`src/rtl/acc_dp_pkg.sv`:
```
package acc_dp_pkg;
  typedef enum logic [2:0] {
    OP_LOAD  = 3'd0,
    OP_ADD   = 3'd1,
    OP_SUB   = 3'd2,
    OP_AND   = 3'd3,
    OP_OR    = 3'd4,
    OP_XOR   = 3'd5,
    OP_HOLD6 = 3'd6,
    OP_HOLD7 = 3'd7
  } acc_op_e;
endpackage

```
`src/rtl/acc_in_scaler.sv`:
```
module acc_in_scaler #(
  parameter int DW = 16,
  parameter int AW = 32,
  parameter int SW = 5
) (
  input  logic [DW-1:0] data,
  input  logic [SW-1:0] shamt,
  output logic [AW-1:0] scaled
);
  localparam int MAXSH = AW - DW;
  logic [SW-1:0] eff;
  logic [AW-1:0] ext;

  always_comb begin
    ext = {{(AW-DW){data[DW-1]}}, data};
    eff = (int'(shamt) > MAXSH) ? SW'(MAXSH) : shamt;
    scaled = ext << eff;
  end
endmodule

```
`src/rtl/acc_alu_core.sv`:
```
module acc_alu_core
  import acc_dp_pkg::*;
#(
  parameter int AW = 32
) (
  input  acc_op_e       op,
  input  logic [AW-1:0] a,
  input  logic [AW-1:0] b_arith,
  input  logic [AW-1:0] b_bool,
  input  logic          sat_mode,
  output logic [AW-1:0] res,
  output logic          ovf,
  output logic          wr
);
  localparam logic [AW-1:0] SAT_MAX = {1'b0, {(AW-1){1'b1}}};
  localparam logic [AW-1:0] SAT_MIN = {1'b1, {(AW-1){1'b0}}};
  logic [AW:0] wide;

  always_comb begin
    wide = '0;
    ovf  = 1'b0;
    wr   = 1'b1;
    res  = a;
    unique case (op)
      OP_LOAD: res = b_arith;
      OP_ADD, OP_SUB: begin
        if (op == OP_ADD) wide = {a[AW-1], a} + {b_arith[AW-1], b_arith};
        else              wide = {a[AW-1], a} - {b_arith[AW-1], b_arith};
        ovf = wide[AW] ^ wide[AW-1];
        if (ovf && sat_mode) res = wide[AW] ? SAT_MIN : SAT_MAX;
        else                 res = wide[AW-1:0];
      end
      OP_AND: res = a & b_bool;
      OP_OR:  res = a | b_bool;
      OP_XOR: res = a ^ b_bool;
      default: wr = 1'b0;
    endcase
  end
endmodule

```
`src/rtl/acc_store_shifter.sv`:
```
module acc_store_shifter #(
  parameter int AW = 32,
  parameter int DW = 16
) (
  input  logic [AW-1:0] acc,
  input  logic          hi,
  input  logic [2:0]    code,
  output logic [DW-1:0] word
);
  always_comb begin
    if (!hi) word = acc[DW-1:0];
    else begin
      unique case (code)
        3'd1:    word = acc[AW-2 -: DW];
        3'd4:    word = acc[AW-5 -: DW];
        default: word = acc[AW-1 -: DW];
      endcase
    end
  end
endmodule

```
`src/rtl/acc_datapath_core.sv`:
```
module acc_datapath_core
  import acc_dp_pkg::*;
#(
  parameter int DW = 16,
  parameter int SW = 5
) (
  input  logic          clk,
  input  logic          rst_n,
  input  logic          in_valid,
  output logic          in_ready,
  input  logic [2:0]    op,
  input  logic          use_prod,
  input  logic [SW-1:0] shamt,
  input  logic [DW-1:0] data_in,
  input  logic [2*DW-1:0] prod_in,
  input  logic          sat_mode,
  input  logic          ov_clr,
  input  logic          st_hi,
  input  logic [2:0]    st_shift,
  output logic [DW-1:0] st_word,
  output logic [2*DW-1:0] acc_out,
  output logic          ov_flag
);
  localparam int AW = 2 * DW;
  localparam logic [AW-1:0] SAT_MAX = {1'b0, {(AW-1){1'b1}}};
  localparam logic [AW-1:0] SAT_MIN = {1'b1, {(AW-1){1'b0}}};

  logic [AW-1:0] acc_q, scaled, b_arith, b_bool, alu_res;
  logic          ov_q, alu_ovf, alu_wr, fire, is_bool;
  acc_op_e       op_e;

  assign in_ready = 1'b1;
  assign fire     = in_valid && in_ready;
  assign op_e     = acc_op_e'(op);
  assign is_bool  = (op_e == OP_AND) || (op_e == OP_OR) || (op_e == OP_XOR);

  acc_in_scaler #(.DW(DW), .AW(AW), .SW(SW)) i_scaler (
    .data(data_in), .shamt(shamt), .scaled(scaled)
  );

  assign b_arith = use_prod ? prod_in : scaled;
  assign b_bool  = use_prod ? prod_in : {{(AW-DW){1'b0}}, data_in};

  acc_alu_core #(.AW(AW)) i_alu (
    .op(op_e), .a(acc_q), .b_arith(b_arith), .b_bool(b_bool),
    .sat_mode(sat_mode), .res(alu_res), .ovf(alu_ovf), .wr(alu_wr)
  );

  always_ff @(posedge clk or negedge rst_n) begin
    if (!rst_n) begin
      acc_q <= '0;
      ov_q  <= 1'b0;
    end else begin
      if (fire && alu_wr) acc_q <= alu_res;
      ov_q <= (ov_q && !ov_clr) || (fire && alu_ovf);
    end
  end

  acc_store_shifter #(.AW(AW), .DW(DW)) i_store (
    .acc(acc_q), .hi(st_hi), .code(st_shift), .word(st_word)
  );

  assign acc_out = acc_q;
  assign ov_flag = ov_q;

  assert_always_ready_R1: assert property (@(posedge clk) disable iff (!rst_n)
    in_ready);
  assert_sticky_ov_R4: assert property (@(posedge clk) disable iff (!rst_n)
    (ov_q && !ov_clr) |=> ov_q);
  assert_sat_limit_R5: assert property (@(posedge clk) disable iff (!rst_n)
    (fire && sat_mode && alu_ovf) |=> (acc_q == SAT_MAX || acc_q == SAT_MIN));
  assert_bool_no_ov_R6: assert property (@(posedge clk) disable iff (!rst_n)
    (fire && is_bool && !ov_q) |=> !ov_q);
  assert_idle_hold_R7: assert property (@(posedge clk) disable iff (!rst_n)
    !fire |=> $stable(acc_q));
endmodule

```
`config.mk`:
```
export PLATFORM = sky130hd
export DESIGN_NAME = acc_datapath_core
export DESIGN_NICKNAME = d
export VERILOG_FILES = /design/src/rtl/acc_dp_pkg.sv /design/src/rtl/acc_in_scaler.sv /design/src/rtl/acc_alu_core.sv /design/src/rtl/acc_store_shifter.sv /design/src/rtl/acc_datapath_core.sv
export SDC_FILE = /design/constraint.sdc
export NUM_CORES = 1
export LEC_CHECK = 0
export BUFFER_PORTS_ARGS = -buffer_cell sky130_fd_sc_hd__buf_2
export CAP_MARGIN = 15
export CORE_ASPECT_RATIO = 1.4
export CORE_MARGIN = 2
export CORE_UTILIZATION = 55
export CTS_CLUSTER_DIAMETER = 30
export DETAILED_ROUTE_END_ITERATION = 6
export GPL_ROUTABILITY_DRIVEN = 1
export HOLD_SLACK_MARGIN = 0.1
export PLACE_DENSITY = 0.84
export SYNTH_ARGS = -nofsm -noshare
export SYNTH_HDL_FRONTEND = slang
export SYNTH_SLANG_ARGS = --single-unit
```
`constraint.sdc`:
```
create_clock -name clk -period 9.32 [get_ports clk]
set_input_delay 0.932 -clock clk [delete_from_list [all_inputs] [get_ports clk]]
set_output_delay 0.932 -clock clk [all_outputs]
set_load 0.02 [all_outputs]
```
Word level (Yosys, flattened, before mapping)
Index checks and enable logic that the tools add are counted.
{"block": "totals", "regBits": 33, "inputBits": 66, "out_inout_bits": 50, "wordCells": 40}
{"block": "op_classes", "n_addsub": 2, "n_lt_le_gt_ge": 1, "n_eq_ne": 7, "shift": 1, "muxes": 12, "bitwise_logic": 4, "reduce_logical": 11}
{"operator": "case mux 32 bit (5 select lines)", "n": 1}
{"operator": "two-way mux 32 bit", "n": 4}
{"operator": "two-way mux 33 bit", "n": 2}
{"operator": "adder 32 x 32 -> 33 bit", "n": 1}
{"operator": "subtractor 32 x 32 -> 33 bit", "n": 1}
{"operator": "AND 32 bit", "n": 1}
{"operator": "OR 32 bit", "n": 1}
{"operator": "case mux 16 bit (2 select lines)", "n": 1}
{"operator": "<< shifter 32 x 5 -> 32 bit", "n": 1}
{"operator": "bitwise XOR 32 bit", "n": 1}
{"operator": "two-way mux 16 bit", "n": 1}
{"operator": "== test 3 bit (second input constant)", "n": 3}
{"operator": "== test 3 x 1 -> 1 bit (second input constant)", "n": 2}
{"operator": "== test 3 x 2 -> 1 bit (second input constant)", "n": 2}
{"operator": "OR reduction 6 bit", "n": 1}
{"operator": "greater-than comparator 5 bit (second input constant)", "n": 1}
{"operator": "two-way mux 5 bit", "n": 1}
{"operator": "nonzero test 5 bit", "n": 1}
{"operator": "logical AND 1 bit", "n": 4}
{"operator": "logical NOT 3 bit", "n": 1}
{"operator": "two-way mux 1 bit", "n": 2}
{"operator": "AND reduction 2 bit", "n": 1}
{"operator": "OR reduction 2 bit", "n": 1}
{"operator": "logical NOT 1 bit", "n": 1}
{"operator": "other kinds (2)", "n": 2}

Longest topological paths before layout
Gate-level depths: netlist of run 1.
{"block": "logic_depth", "word_depth": 11, "depth_mapped": 29, "mapped_depth_nobuf": 24}

Modules after synthesis
From an unflattened synthesis of run 1, not the netlist that was laid out.
{"block": "hier_totals", "hier_cells": 1283, "hier_area_um2": 9332.7}
{"module": "acc_alu_core", "instances": 1, "cells_per_inst": 815, "area_each_um2": 5230.0, "seq_area_each_um2": 0.0}
{"module": "acc_datapath_core", "instances": 1, "cells_per_inst": 195, "area_each_um2": 2069.5, "seq_area_each_um2": 825.8}
{"module": "acc_in_scaler", "instances": 1, "cells_per_inst": 160, "area_each_um2": 1323.8, "seq_area_each_um2": 0.0}
{"module": "acc_store_shifter", "instances": 1, "cells_per_inst": 113, "area_each_um2": 709.4, "seq_area_each_um2": 0.0}

Least setup slack after synthesis of run 1
No wires, ideal clock.
{"block": "synth_path", "path_type": "input-to-reg", "startpoint": "input use_prod", "endpoint": "register acc_q[12] (netlist: acc_out[12])", "setup_time_ns": 0.134, "t_arrival_ns": 6.113, "t_required_ns": 9.186, "slack_ns": 3.073, "stages": 26, "cell_sequence": "buf_2 > buf_2 > buf_1 > buf_1 > clkbuf_1 > a21oi_1 > ha_1 > inv_1 > nor3_1 > and4_1 > nand4_2 > nand2b_1 > o41ai_1 > xor2_1 > ha_1 > o21a_1 > o21a_1 > o21ai_0 > a21oi_1 > a211oi_1 > or4b_1 > nand3_2 > o21ai_4 > buf_2 > a311oi_1 > o22ai_1"}
{"block": "synth_via", "elab_chain_cells": 8, "word_cells_on_any_way": 14}
{"element": "start: declaration", "line_no": "acc_datapath_core.sv:12", "rtl": "input logic use_prod,"}
{"element": "two-way mux 32 bit", "line_no": "acc_datapath_core.sv:41", "rtl": "assign b_arith = use_prod ? prod_in : scaled;"}
{"element": "subtractor 32 x 32 -> 33 bit or adder 32 x 32 -> 33 bit (tied branches)", "line_no": "acc_alu_core.sv:28, acc_alu_core.sv:27"}
{"element": "two-way mux 33 bit", "line_no": "acc_alu_core.sv:27", "rtl": "if (op == OP_ADD) wide = {a[AW-1], a} + {b_arith[AW-1], b_arith};"}
{"element": "two-way mux 33 bit", "line_no": "acc_alu_core.sv:24", "rtl": "unique case (op)"}
{"element": "bitwise XOR 1 bit", "line_no": "acc_alu_core.sv:29", "rtl": "ovf = wide[AW] ^ wide[AW-1];"}
{"element": "logical AND 1 bit", "line_no": "acc_alu_core.sv:30", "rtl": "if (ovf && sat_mode) res = wide[AW] ? SAT_MIN : SAT_MAX;"}
{"element": "two-way mux 32 bit", "line_no": "acc_alu_core.sv:30"}
{"element": "case mux 32 bit (5 select lines) *", "line_no": "acc_alu_core.sv:24"}
{"element": "end signal: assignment", "line_no": "acc_datapath_core.sv:54", "rtl": "if (fire && alu_wr) acc_q <= alu_res;"}
{"element": "end: declaration", "line_no": "acc_datapath_core.sv:28", "rtl": "logic [AW-1:0] acc_q, scaled, b_arith, b_bool, alu_res;"}
Mark *: on every way between the ends. The rest lies on a longest branch, timed or not. The select of a mux whose other input is x is not followed.
A chain may end at the register's enable or synchronous reset.

Worst setup path after layout of run 1
{"block": "layout_path", "startpoint": "input shamt[0]", "endpoint": "register acc_q[11] (netlist: acc_out[11])"}
{"block": "layout_via", "elab_chain_cells": 11, "word_cells_on_any_way": 13}
{"element": "start: declaration", "line_no": "acc_datapath_core.sv:13", "rtl": "input logic [SW-1:0] shamt,"}
{"element": "greater-than comparator 5 bit", "line_no": "acc_in_scaler.sv:16", "rtl": "eff = (int'(shamt) > MAXSH) ? SW'(MAXSH) : shamt;"}
{"element": "two-way mux 5 bit *", "line_no": "acc_in_scaler.sv:16"}
{"element": "<< shifter 32 x 5 -> 32 bit *", "line_no": "acc_in_scaler.sv:17", "rtl": "scaled = ext << eff;"}
{"element": "two-way mux 32 bit *", "line_no": "acc_datapath_core.sv:41"}
{"element": "subtractor 32 x 32 -> 33 bit or adder 32 x 32 -> 33 bit (tied branches)", "line_no": "acc_alu_core.sv:28, acc_alu_core.sv:27"}
{"element": "two-way mux 33 bit", "line_no": "acc_alu_core.sv:27"}
{"element": "two-way mux 33 bit", "line_no": "acc_alu_core.sv:24"}
{"element": "bitwise XOR 1 bit", "line_no": "acc_alu_core.sv:29"}
{"element": "logical AND 1 bit", "line_no": "acc_alu_core.sv:30"}
{"element": "two-way mux 32 bit", "line_no": "acc_alu_core.sv:30"}
{"element": "case mux 32 bit (5 select lines) *", "line_no": "acc_alu_core.sv:24"}
Marks and branches as above.

==> results of run 1 <==
final timing paths:
check                                            start                       to  slack, ns  cells after the start
worst max-delay path                          shamt[0]  acc_out[11]$_DFFE_PN0P_       1.22                     25
worst min-delay path                 ov_flag$_DFF_PN0_        ov_flag$_DFF_PN0_       0.53                      2
worst max register to register  acc_out[0]$_DFFE_PN0P_  acc_out[12]$_DFFE_PN0P_       4.60                     15
worst min register to register       ov_flag$_DFF_PN0_        ov_flag$_DFF_PN0_       0.53                      2
max in group asynchronous                        rst_n        ov_flag$_DFF_PN0_       7.94                      1
min in group asynchronous                        rst_n   acc_out[0]$_DFFE_PN0P_       0.78                      1
synthesized netlist by cell type (all sizes together) (9+ instances only):
cell     number  area share, %
ha           98             14
a21o         51            4.4
xnor2        42            4.2
a21boi       14            1.2
a311oi       15            1.5
and3         10           0.77
a31oi        14            1.0
o31ai        12            1.0
nor2         62            2.7
xor2         21            2.1
a211oi       15            1.3
a21oi        85            4.9
buf          31            2.5
clkbuf       59            2.5
inv          96            4.1
o21ai        84            4.9
a221o        21            2.4
o2111ai       9           0.90
dfrtp        33            9.5
a222oi       12            1.4
o22a         18            1.8
mux2i        17            2.0
o22ai        24            1.7
nor3         24            1.7
o221ai       19            1.9
nand2       103            4.4
nand2b       19            1.4
nand3        21            1.3
where the power goes:
group	switching, mW	internal (mW)	leakage, nW	total [mW]
sequential	0.0943	0.183	0.403	0.277
clock	0.0765	0.114	0.0799	0.190
combinational	0.738	0.462	3.92	1.20
total	0.909	0.759	4.41	1.67
critical path, delay by kind of cell:
family          cells  cell delay, ns
xor+xnor            1            0.10
mux                 1            0.55
compound gates     11            2.70
fa+ha+maj           1            0.40
simple gates        8            2.53
buf+inv             3            1.00
through the flow:
step / worst slack, ns / hold WS [ns] / instance area, um2 / total power [mW]
final: 1.22 / 0.530 / 9360 / 1.67
after global routing: 0.716 / 0.569 / 9360 / 1.78
after CTS: 1.51 / 0.535 / 9360 / 1.63
after detailed placement: 1.25 / 0.526 / 9210 / 1.43
after global placement: 1.28 / 0.524 / 9210 / 1.41
after floorplan: 3.07 / 0.625 / 8720 / 1.11
logic make-up after synthesis:
| family | share of synthesized area, % |
|---|---|
| AO/OA/AOI/OAI | 39.1 |
| XOR/XNOR | 6.32 |
| adder cells (fa/ha/maj) | 14.3 |
| buffers and inverters | 9.19 |
| flip-flops | 9.47 |
| multiplexers | 3.63 |
| other | 0.0430 |
| AND/OR/NAND/NOR | 18.0 |
state kept, by name, summed over array words and instances (netlist names):
| name | flops |
|---|---|
| acc_out | 32 |
| ov_flag | 1 |
layer usage:
| layer | global-route usage (%) | wire length [um] | vias up | part of all wire [%] |
|---|---|---|---|---|
| met4 | 24.4 | 2320 | 2 | 6.8 |
| met3 | 5.67 | 4070 | 184 | 12 |
| met2 | 64.4 | 15600 | 850 | 46 |
| met1 | 47.9 | 12200 | 4780 | 36 |
| li1 | - | - | 4577 | - |
| met5 | 0 | 13 | - | 0.038 |
cell type report:
cell class	instances	area [um2]
fillers	1499	6180
flip-flops and latches	33	826
well taps	196	245
multi-input cells	969	7100
repair buffers	128	676
clock inverters	1	5.00
inverters	96	360
clock buffers	7	153
==> flow_summary.yaml, run 1 <==
status:
  status: "complete, but fails checks"
  violations: "DRC"
clock_tree:
  cts.root.buffer_cell: "clkbuf_16"
  clk_path_buf_depth: 2
  hold_buffers: 0
  clk_pin_slew_ns: 0.06
  numCtsBuffers: 5
  cts_htree_levels: 2
  post_cts.repair.setup_buffers: 0
  cts.repair.resized: 0
  clk_latency_ns: 0.29
  clock_sinks: 33
  cts_tree: "built"
timing:
  final.period_utilization_pct: 86.9
  timing.fmax_mhz: 124
  relSlewSlack_pct: 14.3
  finalSetupViolCount: 0
  slew_violations: 0
  hold_viol_final: 0
  rsz0062_at_grt: "false"
  min_period_ns: 8.10
  worst_slew_pin_slew_ns: 1.28
  finalSetupTns_ns: 0
  finClkSkew_ns: 0.00922
critical_path:
  crit_type: "primary input to flop"
  cp-end-kind: "flop"
  crit_top_cell: "o21ai_0"
  critPathMaxFanout: 32
  critPathRequiredTime_ns: 9.47
  cpMaxStageDelayCell: "nor2b_1"
  cpPeakStageDelay_ns: 0.58
  crit_arrival_ns: 8.24
  worstSetupStartpointType: "primary input"
synthesis:
  synth_seq_area_share_pct: 9.47
  synth_area_mm2: 0.00872
  synth_nets: 1353
  synth_seq_cells: 33
  netlist_instances: 1188
  ys.warnings.count: 0
  synthFlopType: "dfrtp_1"
  ys_async_sr_fraction_pct: 100
  synth-edff-count: 0
  yosysUniqueCellTypes: 97
  syn_area_per_cell_um2: 7.34
routing:
  drc: 4
  wl_per_cell_um: 23.9
  drt-pass1-iter-count: 7
  vias: 10400
  drt_iter0_drc: 1608
  drt_wl_total_um: 34200
  postRouteAntennaNets: 0
  via_per_inst: 7.27
die:
  die_y_um: 153
  core_mm2: 0.0155
  rows: 54
  start_util_pct: 56.1
  die_x_um: 110
  dieArea_mm2: 0.0169
  io-pin-count: 116
global_route:
  grt_pass1_wl_um: 53900
  grt_max_degree: 55
  grt_usage_pct: 39.1
  first_global_vias: 9899
  grt_overflow: 0
  antenna_found_initial: 2
placed_design:
  finalWeightedCongestion: 1.08
  place_inst: 1422
  hpwl_um: 25600
  io_buffer_count: 114
pwr:
  power_density_mw_per_mm2: 178
  vdd_drop_max_mv: 0.115
  power.leakage_nw: 4.41
final_layout:
  drive_gt1_share_pct: 14.0
  layout_common_cells: "buf_2, nand2_1, ha_1"
  layout_commonest_cell: "buf_2"
  antenna_cells: 0
  postLayoutCoreUtil_pct: 60.3
  final_nets: 1398
  fin_cells: 1430
  syn2layout_area_growth_pct: 7.33
hold_path:
  holdCritPathClass: "flop to flop"
flow_run:
  cap_viol_max_count: 0
Note: power is estimated with default switching activity, not from simulation.
==> run 2, diff against run 1 <==
--- a/config.mk
+++ b/config.mk
@@ -7,14 +7,17 @@
 export LEC_CHECK = 0
 export BUFFER_PORTS_ARGS = -buffer_cell sky130_fd_sc_hd__buf_2
 export CAP_MARGIN = 15
+export CELL_PAD_IN_SITES_DETAIL_PLACEMENT = 0
+export CELL_PAD_IN_SITES_GLOBAL_PLACEMENT = 2
 export CORE_ASPECT_RATIO = 1.4
 export CORE_MARGIN = 2
-export CORE_UTILIZATION = 55
+export CORE_UTILIZATION = 37
 export CTS_CLUSTER_DIAMETER = 30
 export DETAILED_ROUTE_END_ITERATION = 6
 export GPL_ROUTABILITY_DRIVEN = 1
 export HOLD_SLACK_MARGIN = 0.1
-export PLACE_DENSITY = 0.84
+export PLACE_DENSITY = 0.95
+export RECOVER_POWER = 100
 export SYNTH_ARGS = -nofsm -noshare
 export SYNTH_HDL_FRONTEND = slang
 export SYNTH_SLANG_ARGS = --single-unit
==> flow_summary.yaml, run 2 (synthesized netlist as in run 1, its figures left out) <==
critical_path:
  crit_arrival_ns: 8.81
  critPathRequiredTime_ns: 9.49
  critPathMaxFanout: 46
  crit_type: "primary input to flop"
  cp-end-kind: "flop"
  worstSetupStartpointType: "primary input"
die:
  io-pin-count: 116
  die_y_um: 186
  die_x_um: 134
  core_mm2: 0.0232
  rows: 66
  start_util_pct: 37.6
  dieArea_mm2: 0.0248
timing:
  finalSetupTns_ns: 0
  relSlewSlack_pct: -47.1
  worst_slew_pin_slew_ns: 2.21
  rsz0062_at_grt: "false"
  timing.fmax_mhz: 116
  hold_viol_final: 0
  hold_ws_ns: 0.544
  min_period_ns: 8.64
  slew_violations: 34
  final.period_utilization_pct: 92.7
  finClkSkew_ns: 0.00497
  finalSetupViolCount: 0
clock_tree:
  cts.root.buffer_cell: "clkbuf_16"
  hold_buffers: 0
  clock_sinks: 33
  cts_htree_levels: 2
  post_cts.repair.setup_buffers: 0
  cts_tree: "built"
  numCtsBuffers: 5
  clk_pin_slew_ns: 0.06
  clk_path_buf_depth: 2
  clk_latency_ns: 0.29
  cts.repair.resized: 0
global_route:
  use_met1_pct: 37.7
  grt_usage_pct: 29.5
  grt_overflow: 0
  grt_pass1_wl_um: 56600
  top_usage_layer: "met2"
  grt_max_degree: 53
  first_global_vias: 9518
  antenna_found_initial: 1
  grtUsageMet3_pct: 2.42
  use_met2_pct: 51.0
final_layout:
  layout_commonest_cell: "nand2_1"
  postLayoutCoreUtil_pct: 40.7
  fillers: 2481
  layout_common_cells: "nand2_1, ha_1, inv_1"
  multi_input_area_mm2: 0.00708
  drive_gt1_share_pct: 9.64
  regArea_um2: 826
  largest_reg_flops: 32
  final_nets: 1399
  syn2layout_area_growth_pct: 8.17
  antenna_cells: 0
routing:
  drc: 3
  postRouteAntennaNets: 0
  drt-pass1-iter-count: 7
  via_per_inst: 6.49
  vias: 9998
  wl_per_cell_um: 24.6
  drt_iter0_drc: 805
  drt_wl_total_um: 37900
pwr:
  vdd_drop_max_mv: 0.0830
  power_density_mw_per_mm2: 178
  power.leakage_nw: 4.25
placed_design:
  hpwl_um: 28800
  finalWeightedCongestion: 1.02
  io_buffer_count: 114
status:
  status: "complete, but fails checks"
  violations: "DRC, capacitance limit, slew limit"
hold_path:
  holdCritPathClass: "flop to flop"
flow_run:
  cap_viol_max_count: 1
run 2: cell types whose count changed in the layout (fill, tap and decap cells not counted), moves of 3 or more:
cell      change
buf_2        -49
clkbuf_1     +52
o311ai_0      +3
o311ai_1      -3
run 2: worst paths after layout:
kind                       slack [ns]              startpoint                      end  cells past startpoint
hold / removal                   0.54       ov_flag$_DFF_PN0_        ov_flag$_DFF_PN0_                      2
setup reg to reg                 4.18  acc_out[1]$_DFFE_PN0P_  acc_out[29]$_DFFE_PN0P_                     13
hold reg to reg                  0.54       ov_flag$_DFF_PN0_        ov_flag$_DFF_PN0_                      2
min in group asynchronous        1.28                   rst_n        ov_flag$_DFF_PN0_                      1
setup / recovery                 0.68                shamt[1]  acc_out[29]$_DFFE_PN0P_                     21
max in group asynchronous        6.76                   rst_n   acc_out[3]$_DFFE_PN0P_                      1
run 2: where the power goes:
group	total, mW	internal [mW]	switching (mW)	leakage (nW)
logic	1.19	0.443	0.744	3.76
clock network	0.210	0.134	0.0756	0.0841
registers	0.282	0.183	0.0990	0.403
total	1.68	0.760	0.919	4.25
run 2: layout make-up:
class | instances | area share (%)
Multi-Input combinational cell | 969 | 75.0
Sequential cell | 33 | 8.75
Timing Repair Buffer | 129 | 6.51
Tap cell | 306 | 4.06
Inverter | 96 | 3.82
Clock buffer | 7 | 1.51
Clock inverter | 1 | 0.318
run 2: metal layers:
layer / wire, um / vias up
li1: - / 4556
met2: 18100 / 513
met5: 40 / -
met4: 1540 / 2
met3: 2440 / 93
met1: 15800 / 4834
run 2: critical path, cell delays in order:
cell	delay (ns)
buf_2	0.67
nor2b_1	0.73
mux4_2	0.44
a31oi_1	0.19
o31ai_1	0.19
nor4_1	0.44
nand3b_1	0.31
nor3_1	0.53
nand4_1	0.35
o21ai_0	0.30
xor2_1	0.13
ha_1	0.40
and3_1	0.22
o21ai_0	0.14
o21ai_0	0.45
a2111oi_0	0.25
a22oi_1	0.23
nand3_1	0.31
nor3_1	1.17
o2111ai_1	0.24
o311ai_0	0.17
run 2: stage by stage:
stage          setup slack (ns)  instances  power (mW)  area [um2]
2_1_floorplan              3.07       1188        1.11        8720
3_5_place_dp              0.952       1532        1.46        9350
4_1_cts                    1.26       1540        1.68        9520
5_1_grt                   0.335       1541        1.80        9440
6_report                  0.681       1541        1.68        9440
3_3_place_gp               1.18       1532        1.45        9350
